==> src/rtl/cmp_evt_pkg.sv <==
package cmp_evt_pkg;

  typedef enum logic [1:0] {
    MODE_TOGGLE = 2'b00,
    MODE_RSVD   = 2'b01,
    MODE_FALL   = 2'b10,
    MODE_RISE   = 2'b11
  } cev_mode_e;

  localparam int unsigned CTRL_FLAG_BIT  = 0;
  localparam int unsigned CTRL_IEN_BIT   = 1;
  localparam int unsigned CTRL_ROUTE_BIT = 2;
  localparam int unsigned CTRL_MODE_LSB  = 4;
  localparam int unsigned CTRL_MODE_MSB  = 5;

  // Decide whether a previous/current pair is an event in the given mode.
  function automatic logic evt_hit(cev_mode_e m, logic prev_v, logic cur_v);
    case (m)
      MODE_TOGGLE: return prev_v ^ cur_v;
      MODE_FALL:   return prev_v & ~cur_v;
      MODE_RISE:   return ~prev_v & cur_v;
      default:     return 1'b0;
    endcase
  endfunction

  // Next value of the sticky flag: a set outranks any clear.
  function automatic logic flag_next(logic cur, logic set_i, logic clr_i);
    if (set_i)      return 1'b1;
    else if (clr_i) return 1'b0;
    else            return cur;
  endfunction

endpackage

==> src/rtl/cev_edge_detect.sv <==
module cev_edge_detect
  import cmp_evt_pkg::*;
(
  input  logic      clk,
  input  logic      rst_n,
  input  logic      cmp_in,
  input  cev_mode_e mode_eff,
  output logic      prev_q,
  output logic      evt
);

  always_ff @(posedge clk or negedge rst_n) begin
    if (!rst_n) prev_q <= 1'b0;
    else        prev_q <= cmp_in;
  end

  assign evt = evt_hit(mode_eff, prev_q, cmp_in);

  a_r5_reserved_quiet: assert property (@(posedge clk) disable iff (!rst_n)
    (mode_eff == MODE_RSVD) |-> !evt);
  a_r3_fall_only: assert property (@(posedge clk) disable iff (!rst_n)
    (evt && mode_eff == MODE_FALL) |-> (prev_q && !cmp_in));
  a_r4_rise_only: assert property (@(posedge clk) disable iff (!rst_n)
    (evt && mode_eff == MODE_RISE) |-> (!prev_q && cmp_in));
  a_r2_toggle_seen: assert property (@(posedge clk) disable iff (!rst_n)
    (mode_eff == MODE_TOGGLE && (cmp_in != prev_q)) |-> evt);

endmodule

==> src/rtl/cev_ctrl_regs.sv <==
module cev_ctrl_regs
  import cmp_evt_pkg::*;
#(
  parameter int unsigned DW   = 8,
  parameter int unsigned NPIN = 4
) (
  input  logic            clk,
  input  logic            rst_n,
  input  logic            we,
  input  logic            wsel,
  input  logic [DW-1:0]   wdata,
  input  logic            rsel,
  input  logic            evt,
  input  logic            vec_ack,
  output cev_mode_e       mode_eff,
  output logic            flag,
  output logic            ien,
  output logic            route,
  output logic [NPIN-1:0] pin_dis,
  output logic [DW-1:0]   rdata
);

  cev_mode_e mode_q;
  logic      ctrl_wr;
  logic      dis_wr;
  logic      sw_clr;
  logic      flag_clr;
  logic      unused_wbits;

  assign ctrl_wr  = we && !wsel;
  assign dis_wr   = we && wsel;
  assign sw_clr   = ctrl_wr && wdata[CTRL_FLAG_BIT];
  assign flag_clr = sw_clr || vec_ack;

  // A mode being written this cycle already judges this cycle's edge.
  assign mode_eff = ctrl_wr ? cev_mode_e'(wdata[CTRL_MODE_MSB:CTRL_MODE_LSB]) : mode_q;

  always_ff @(posedge clk or negedge rst_n) begin
    if (!rst_n) begin
      flag   <= 1'b0;
      ien    <= 1'b0;
      route  <= 1'b0;
      mode_q <= MODE_TOGGLE;
    end else begin
      flag <= flag_next(flag, evt, flag_clr);
      if (ctrl_wr) begin
        ien    <= wdata[CTRL_IEN_BIT];
        route  <= wdata[CTRL_ROUTE_BIT];
        mode_q <= cev_mode_e'(wdata[CTRL_MODE_MSB:CTRL_MODE_LSB]);
      end
    end
  end

  always_ff @(posedge clk or negedge rst_n) begin
    if (!rst_n)      pin_dis <= '0;
    else if (dis_wr) pin_dis <= wdata[NPIN-1:0];
  end

  always_comb begin
    rdata = '0;
    if (rsel) begin
      rdata[NPIN-1:0] = pin_dis;
    end else begin
      rdata[CTRL_FLAG_BIT]                 = flag;
      rdata[CTRL_IEN_BIT]                  = ien;
      rdata[CTRL_ROUTE_BIT]                = route;
      rdata[CTRL_MODE_MSB:CTRL_MODE_LSB]   = mode_q;
    end
  end

  assign unused_wbits = ^{wdata[DW-1:CTRL_MODE_MSB+1], wdata[3]};

  a_r8_set_wins: assert property (@(posedge clk) disable iff (!rst_n)
    evt |=> flag);
  a_r7_ack_clears: assert property (@(posedge clk) disable iff (!rst_n)
    (!evt && vec_ack) |=> !flag);
  a_r6_w1_clears: assert property (@(posedge clk) disable iff (!rst_n)
    (!evt && we && !wsel && wdata[CTRL_FLAG_BIT]) |=> !flag);
  a_r6_w0_keeps: assert property (@(posedge clk) disable iff (!rst_n)
    (flag && !vec_ack && !(we && !wsel && wdata[CTRL_FLAG_BIT])) |=> flag);

endmodule

==> src/rtl/cev_pin_gate.sv <==
module cev_pin_gate #(
  parameter int unsigned NPIN = 4
) (
  input  logic            clk,
  input  logic            rst_n,
  input  logic [NPIN-1:0] pin_raw,
  input  logic [NPIN-1:0] pin_dis,
  output logic [NPIN-1:0] pin_rd
);

  for (genvar gi = 0; gi < NPIN; gi++) begin : g_pin
    assign pin_rd[gi] = pin_raw[gi] & ~pin_dis[gi];

    a_r11_dis_forces_zero: assert property (@(posedge clk) disable iff (!rst_n)
      pin_dis[gi] |-> !pin_rd[gi]);
  end

endmodule

==> src/rtl/cmp_evt_irq.sv <==
module cmp_evt_irq
  import cmp_evt_pkg::*;
#(
  parameter int unsigned DW   = 8,
  parameter int unsigned NPIN = 4
) (
  input  logic            clk,
  input  logic            rst_n,
  input  logic            cmp_in,
  input  logic            gie,
  input  logic            vec_ack,
  input  logic            reg_we,
  input  logic            reg_wsel,
  input  logic [DW-1:0]   reg_wdata,
  input  logic            reg_rsel,
  output logic [DW-1:0]   reg_rdata,
  input  logic [NPIN-1:0] pin_raw,
  output logic [NPIN-1:0] pin_rd,
  output logic            irq,
  output logic            cap_out
);

  cev_mode_e       mode_eff;
  logic            evt;
  logic            prev_q;
  logic            flag;
  logic            ien;
  logic            route;
  logic [NPIN-1:0] pin_dis;

  cev_ctrl_regs #(.DW(DW), .NPIN(NPIN)) u_regs (
    .clk(clk), .rst_n(rst_n), .we(reg_we), .wsel(reg_wsel), .wdata(reg_wdata),
    .rsel(reg_rsel), .evt(evt), .vec_ack(vec_ack), .mode_eff(mode_eff),
    .flag(flag), .ien(ien), .route(route), .pin_dis(pin_dis), .rdata(reg_rdata)
  );

  cev_edge_detect u_edge (
    .clk(clk), .rst_n(rst_n), .cmp_in(cmp_in), .mode_eff(mode_eff),
    .prev_q(prev_q), .evt(evt)
  );

  cev_pin_gate #(.NPIN(NPIN)) u_pins (
    .clk(clk), .rst_n(rst_n), .pin_raw(pin_raw), .pin_dis(pin_dis), .pin_rd(pin_rd)
  );

  assign irq     = flag & ien & gie;
  assign cap_out = route & cmp_in;

  a_r9_gie_gates: assert property (@(posedge clk) disable iff (!rst_n)
    !gie |-> !irq);
  a_r9_ien_gates: assert property (@(posedge clk) disable iff (!rst_n)
    (reg_rdata[CTRL_IEN_BIT] == 1'b0 && !reg_rsel) |-> !irq);
  a_r10_cap_blocked: assert property (@(posedge clk) disable iff (!rst_n)
    !route |-> !cap_out);
  a_r10_cap_follows: assert property (@(posedge clk) disable iff (!rst_n)
    route |-> (cap_out == cmp_in));

endmodule

==> config.mk <==
export PLATFORM = sky130hd
export DESIGN_NAME = cmp_evt_irq
export DESIGN_NICKNAME = d
export VERILOG_FILES = /design/src/rtl/cmp_evt_pkg.sv /design/src/rtl/cev_edge_detect.sv /design/src/rtl/cev_ctrl_regs.sv /design/src/rtl/cev_pin_gate.sv /design/src/rtl/cmp_evt_irq.sv
export SDC_FILE = /design/constraint.sdc
export NUM_CORES = 1
export LEC_CHECK = 0
export BUFFER_PORTS_ARGS = -buffer_cell sky130_fd_sc_hd__buf_2
export CORE_MARGIN = 10
export CORE_UTILIZATION = 33
export DETAILED_ROUTE_END_ITERATION = 10
export GPL_TIMING_DRIVEN = 0
export PLACE_DENSITY = 0.61
export SYNTH_ARGS = -nofsm -noshare
export SYNTH_HDL_FRONTEND = slang
export SYNTH_HIERARCHICAL = 1
export SYNTH_SLANG_ARGS = --single-unit
==> constraint.sdc <==
create_clock -name clk -period 1.5 [get_ports clk]
set_input_delay 0.15 -clock clk [delete_from_list [all_inputs] [get_ports clk]]
set_output_delay 0.15 -clock clk [all_outputs]
set_load 0.05 [all_outputs]
=== Yosys cells after proc, flatten, opt, wreduce, memory -nomap -nowiden ===
Index checks and enable logic that the tools add are counted.

* Register bits: 10
* Output and inout port bits: 14
* Bits of input ports: 20
* Logic and storage cells: 38

* Mux-type cells: 7
* Reduce and logical (&&, ||, !) cells: 7
* Bitwise gates (word level): 16
* Eq/ne operators: 2

{| class="wikitable"
|+ Operator list
! cell !! number
|-
| bitwise AND 1 bit || 9
|-
| inverter 1 bit || 6
|-
| == test 2 bit, second input constant || 2
|-
| 2-to-1 mux 2 bit || 2
|-
| logical AND 1 bit || 3
|-
| 2-to-1 mux 1 bit || 3
|-
| 2-to-1 mux 3 bit || 1
|-
| case mux 1 bit (3 select lines) || 1
|-
| logical NOT 2 bit || 1
|-
| nonzero test 2 bit || 1
|-
| logical NOT 1 bit || 1
|-
| logical OR 1 bit || 1
|-
| XOR 1 bit || 1
|}

=== Longest topological paths before layout ===
* Depth after elaboration: 6
* Mapped depth: 5
* Mapped depth without buffers: 5

=== Hierarchy ===
Netlist, hierarchy kept.

{| class="wikitable"
|+ By module, submodules not included
! module !! times used !! cells each !! area each (um^2) !! seq. area each (um^2)
|-
| cev_ctrl_regs || 1 || 31 || 426.7 || 225.2
|-
| cev_edge_detect || 1 || 9 || 95.1 || 25.0
|-
| cev_pin_gate || 1 || 4 || 55.1 || 0.0
|-
| cmp_evt_irq || 1 || 2 || 12.5 || 0.0
|}

=== Least setup slack after synthesis ===
Ideal clock, no wire load.

* Kind: input to register
* From: input port reg_we
* To: register u_regs.flag
* Required time: 1,380 ps
* Setup time: 120 ps
* Arrival time: 1,064 ps
* Buffers on the path: 0
* Path slack: 315 ps
* Stages: 5
* Cell sequence: nor2b_4 > mux2_2 > nor2b_1 > o31ai_2 > a31o_2

* Longest elaborated chain between the ends: 5
* Elaborated cells on any way between the ends: 10
* Classes of those cells: eq/ne: 2; mux: 3; reduce/logical: 5

{| class="wikitable"
|+ Ends and longest elaborated chain
! element !! line !! source
|-
| from (decl) || cmp_evt_irq.sv:12 || <nowiki>input logic reg_we,</nowiki>
|-
| logical AND 1 bit * || cev_ctrl_regs.sv:30 || <nowiki>assign ctrl_wr = we && !wsel;</nowiki>
|-
| 2-to-1 mux 2 bit * || cev_ctrl_regs.sv:36 || <nowiki>assign mode_eff = ctrl_wr ? cev_mode_e'(wdata[CTRL_MODE_MSB:CTRL_MODE_LSB]) : mode_q;</nowiki>
|-
| net mode_eff[1] || cmp_evt_irq.sv:23 || <nowiki>cev_mode_e mode_eff;</nowiki>
|-
| == test 2 bit / logical NOT 2 bit (equally long branches) || cmp_evt_pkg.sv:18 || <nowiki>case (m)</nowiki>
|-
| case mux 1 bit (3 select lines) * || cmp_evt_pkg.sv:18 ||
|-
| net evt || cmp_evt_irq.sv:24 || <nowiki>logic evt;</nowiki>
|-
| 2-to-1 mux 1 bit / nonzero test 2 bit (equally long branches) || n/a ||
|-
| to (signal assigned) || cev_ctrl_regs.sv:45 || <nowiki>flag <= flag_next(flag, evt, flag_clr);</nowiki>
|-
| to (decl) || cev_ctrl_regs.sv:16 || <nowiki>output logic flag,</nowiki>
|}

Mark *: on every way through the listed nets, which the timed path passes. The rest lies on a longest branch.
A chain may end at the register's enable or synchronous reset.

=== Worst setup path after layout ===
* From: register u_regs.pin_dis[2]
* To: output port reg_rdata[2]

* Longest elaborated chain between the ends: 1

{| class="wikitable"
|+ Ends and longest elaborated chain
! element !! line !! source
|-
| from (decl) || cev_ctrl_regs.sv:19 || <nowiki>output logic [NPIN-1:0] pin_dis,</nowiki>
|-
| from (signal assigned) || cev_ctrl_regs.sv:56 || <nowiki>else if (dis_wr) pin_dis <= wdata[NPIN-1:0];</nowiki>
|-
| 2-to-1 mux 3 bit || cev_ctrl_regs.sv:61 || <nowiki>if (rsel) begin</nowiki>
|-
| to (decl) || cmp_evt_irq.sv:16 || <nowiki>output logic [DW-1:0] reg_rdata,</nowiki>
|}

No other way between the ends.

==> metrics.md <==
| Metric | Value |
|---|---|
| # IOs | 34 |
| Post-Place Setup Slack | 0.0922 ns |
| Number of remaining DRC errors | 0 |
| Synth area leader | dfrtp_1 |
| Top Family by Delay on Critical Path | flip-flops |
| Vias in the first global route | 437 |
| Top FF cell, synth | dfrtp_1 |
| Clk_skew | 0.00430 ns |
| DIE AREA | 3880 um^2 |
| Layout cells sized above 1 | 0.675 |
| RSZ-0062 raised after global routing | no |
| Worst path buffer plus inverter count | 1 |
| Number of synthesized flops with an enable pin | 0 |
| Total wire length | 1.37 mm |
| Core Rows | 15 |
| Mapped Area | 589 um^2 |
| Die Y | 62.3 um |
| Hold slack | 0.0306 ns |
| Layout Utilization | 0.470 |
| Seq/Total Area, Yosys | 0.425 |
| LEAKAGE | 0.424 nW |
| Yosys top cell area share | 0.425 |
| Cells after synthesis | 46 |
| Total core area | 1710 um^2 |
| GR Overflow Total | 0 |
| Pwr Density | 1100 nW/um^2 |
| CTS tree | built |
| Max VDD drop | 0.000643 V |
| Initial antenna violation count | 0 |
| First-pass GRT wire length | 2.13 mm |
| First-iteration detailed-routing DRC count | 2 |
| Clk sinks | 10 |
| Syn avg cell area | 12.8 um^2 |
| Area Overhead vs Synth | 36.1% |
| Setup Crit Path Kind | reg2out |
| Post-route worst setup slack | 0.185 ns |
| Nets | 104 |
| Deepest clock path buffer count | 2 |
| Fillers | 168 |
| Post-route setup TNS | 0 ns |
| Via count | 437 |
| Critical path arrival | 1.16 ns |
| 1st-pass router iterations | 2 |
| Starting Density | 0.345 |
| DR WL/cell | 13.0 um |
| FMAX | 0.761 GHz |
| Period utilisation layout | 0.876 |
| Yosys reg bits | 10 |
| Area of the multi-input gates | 317 um^2 |
| Critical path endpoint category | output port |
| Total GRT Usage | 0.0693 |
| Port bufs | 29 |
| Tmin final | 1.31 ns |
| # H-tree levels | 1 |
| CP max FO | 3 |
| Root buffer cell | clkbuf_4 |
| Crit path launch type | register |
| Synth top area cells | dfrtp_1 (42%), mux2_2 (21%), nor2b_4 (14%), ha_1 (4.2%), nor2b_1 (3.2%) |
| YS warnings | 6 |
| CTS Hold Bufs | 1 |
| Register area | 250 um^2 |
| Worst path slowest cell | dfrtp_1 |
| Via-to-Cell Ratio | 4.16 |
| Post_cts resized | 0 |
| CP Data Required Time | 1.35 ns |
| CP max stage delay | 0.42 ns |
| Pin count of the biggest net entering global routing | 11 |
| Post-CTS Setup Bufs | 0 |
| DP HPWL | 1.14 mm |
| Slew Limit Fails | 0 |
| Setup-failing EPs final | 0 |
| Outcome | finished, final reports clean |
| Synth top cells by count | mux2_2 (11), dfrtp_1 (10), nor2b_4 (6), inv_1 (3), nor2b_1 (3) |
| Worst skew pair latency | 0.26 ns |
| Endpoints failing hold | 0 |
| Post-route ant nets | 0 |
| CP cell instances | mux2_2 > buf_2 |
| Max-cap violations | 0 |
| Min-Delay Path Class | in2reg |
| Clk slew on worst S/H paths | 0.06 ns |
| Antenna Cells | 0 |
| Total CTS buffers | 3 |
| Top-count cell post-synth | mux2_2 |
| Final Wtd Congestion | 0.666 |
| Cell variety after synth | 15 |
| Die width | 62.3 um |
| Post-synthesis async set-or-reset flop share | 1.00 |
-- kinds of logic after synthesis --
kind of cell | after synthesis | synth area share
flops | 10 | 0.425
compound gates | 2 | 0.0361
mux | 11 | 0.210
other cells | 1 | 0.00636
buf+inv | 5 | 0.0446
fa+ha+maj | 2 | 0.0425
simple gates | 15 | 0.236
-- cell usage in the layout, fill, tap and decap left out --
cell / instances
nor2b_1: 3
a31o_2: 1
dlygate4sd3_1: 1
and3_1: 1
inv_1: 3
mux2_2: 11
clkbuf_4: 3
nand2_2: 1
buf_2: 29
o31ai_2: 1
nand3_1: 1
nand3b_1: 1
buf_4: 2
conb_1: 2
dfrtp_1: 10
ha_1: 2
and2_1: 2
nor2b_4: 6
-- power breakdown --
group | internal (mW) | total, mW | switching [mW]
clock network | 0.0926 | 0.185 | 0.0922
registers | 0.310 | 0.342 | 0.0326
logic | 0.129 | 0.354 | 0.224
total | 0.532 | 0.881 | 0.349
-- metrics by stage --
step	instances	instance area [um^2]	power (mW)
2_1_floorplan	47	593	0.615
3_3_place_gp	101	769	0.699
3_5_place_dp	101	769	0.705
4_1_cts	105	802	0.896
5_1_grt	105	802	0.923
6_report	105	802	0.881
-- layout make-up --
type / instances / area share
Buffer: 2 / 0.0187
Multi-Input combinational cell: 32 / 0.395
Inverter: 3 / 0.0140
Clock buffer: 3 / 0.0281
Sequential cell: 10 / 0.312
Tap cell: 25 / 0.0390
Timing Repair Buffer: 30 / 0.193
-- final timing paths --
check                                         startpoint                  endpoint  slack, ns  cells past startpoint
hold reg to reg                 u_regs/route$_DFFE_PN0N_  u_regs/route$_DFFE_PN0N_       0.53                      1
min in group asynchronous                          rst_n   u_regs/flag$_DFFE_PN0P_       0.29                      2
setup / recovery           u_regs/pin_dis[2]$_DFFE_PN0P_              reg_rdata[2]       0.19                      2
setup reg to reg              u_regs/mode_q[1]$_DFF_PN0_   u_regs/flag$_DFFE_PN0P_       0.30                      4
max in group asynchronous                          rst_n    u_regs/ien$_DFFE_PN0N_       1.02                      2
hold / removal                                    cmp_in   u_edge/prev_q$_DFF_PN0_       0.03                      1
-- state kept, by name, indices dropped and copies added, names as in the netlist --
| signal | count |
|---|---|
| u_edge/prev_q | 1 |
| u_regs/flag | 1 |
| u_regs/ien | 1 |
| u_regs/mode_q | 2 |
| u_regs/pin_dis | 4 |
| u_regs/route | 1 |
-- layer usage --
layer / vias to the layer above / share of wire / GRT usage / routed length (um)
li1: 220 / - / - / -
met1: 200 / 0.40 / 0.0678 / 544
met2: 15 / 0.53 / 0.118 / 719
met3: 2 / 0.056 / 0.0143 / 77
met4: 0 / 0.020 / 0.0670 / 27
met5: - / 0 / 0 / 0
(Power assumes the default switching activity.)
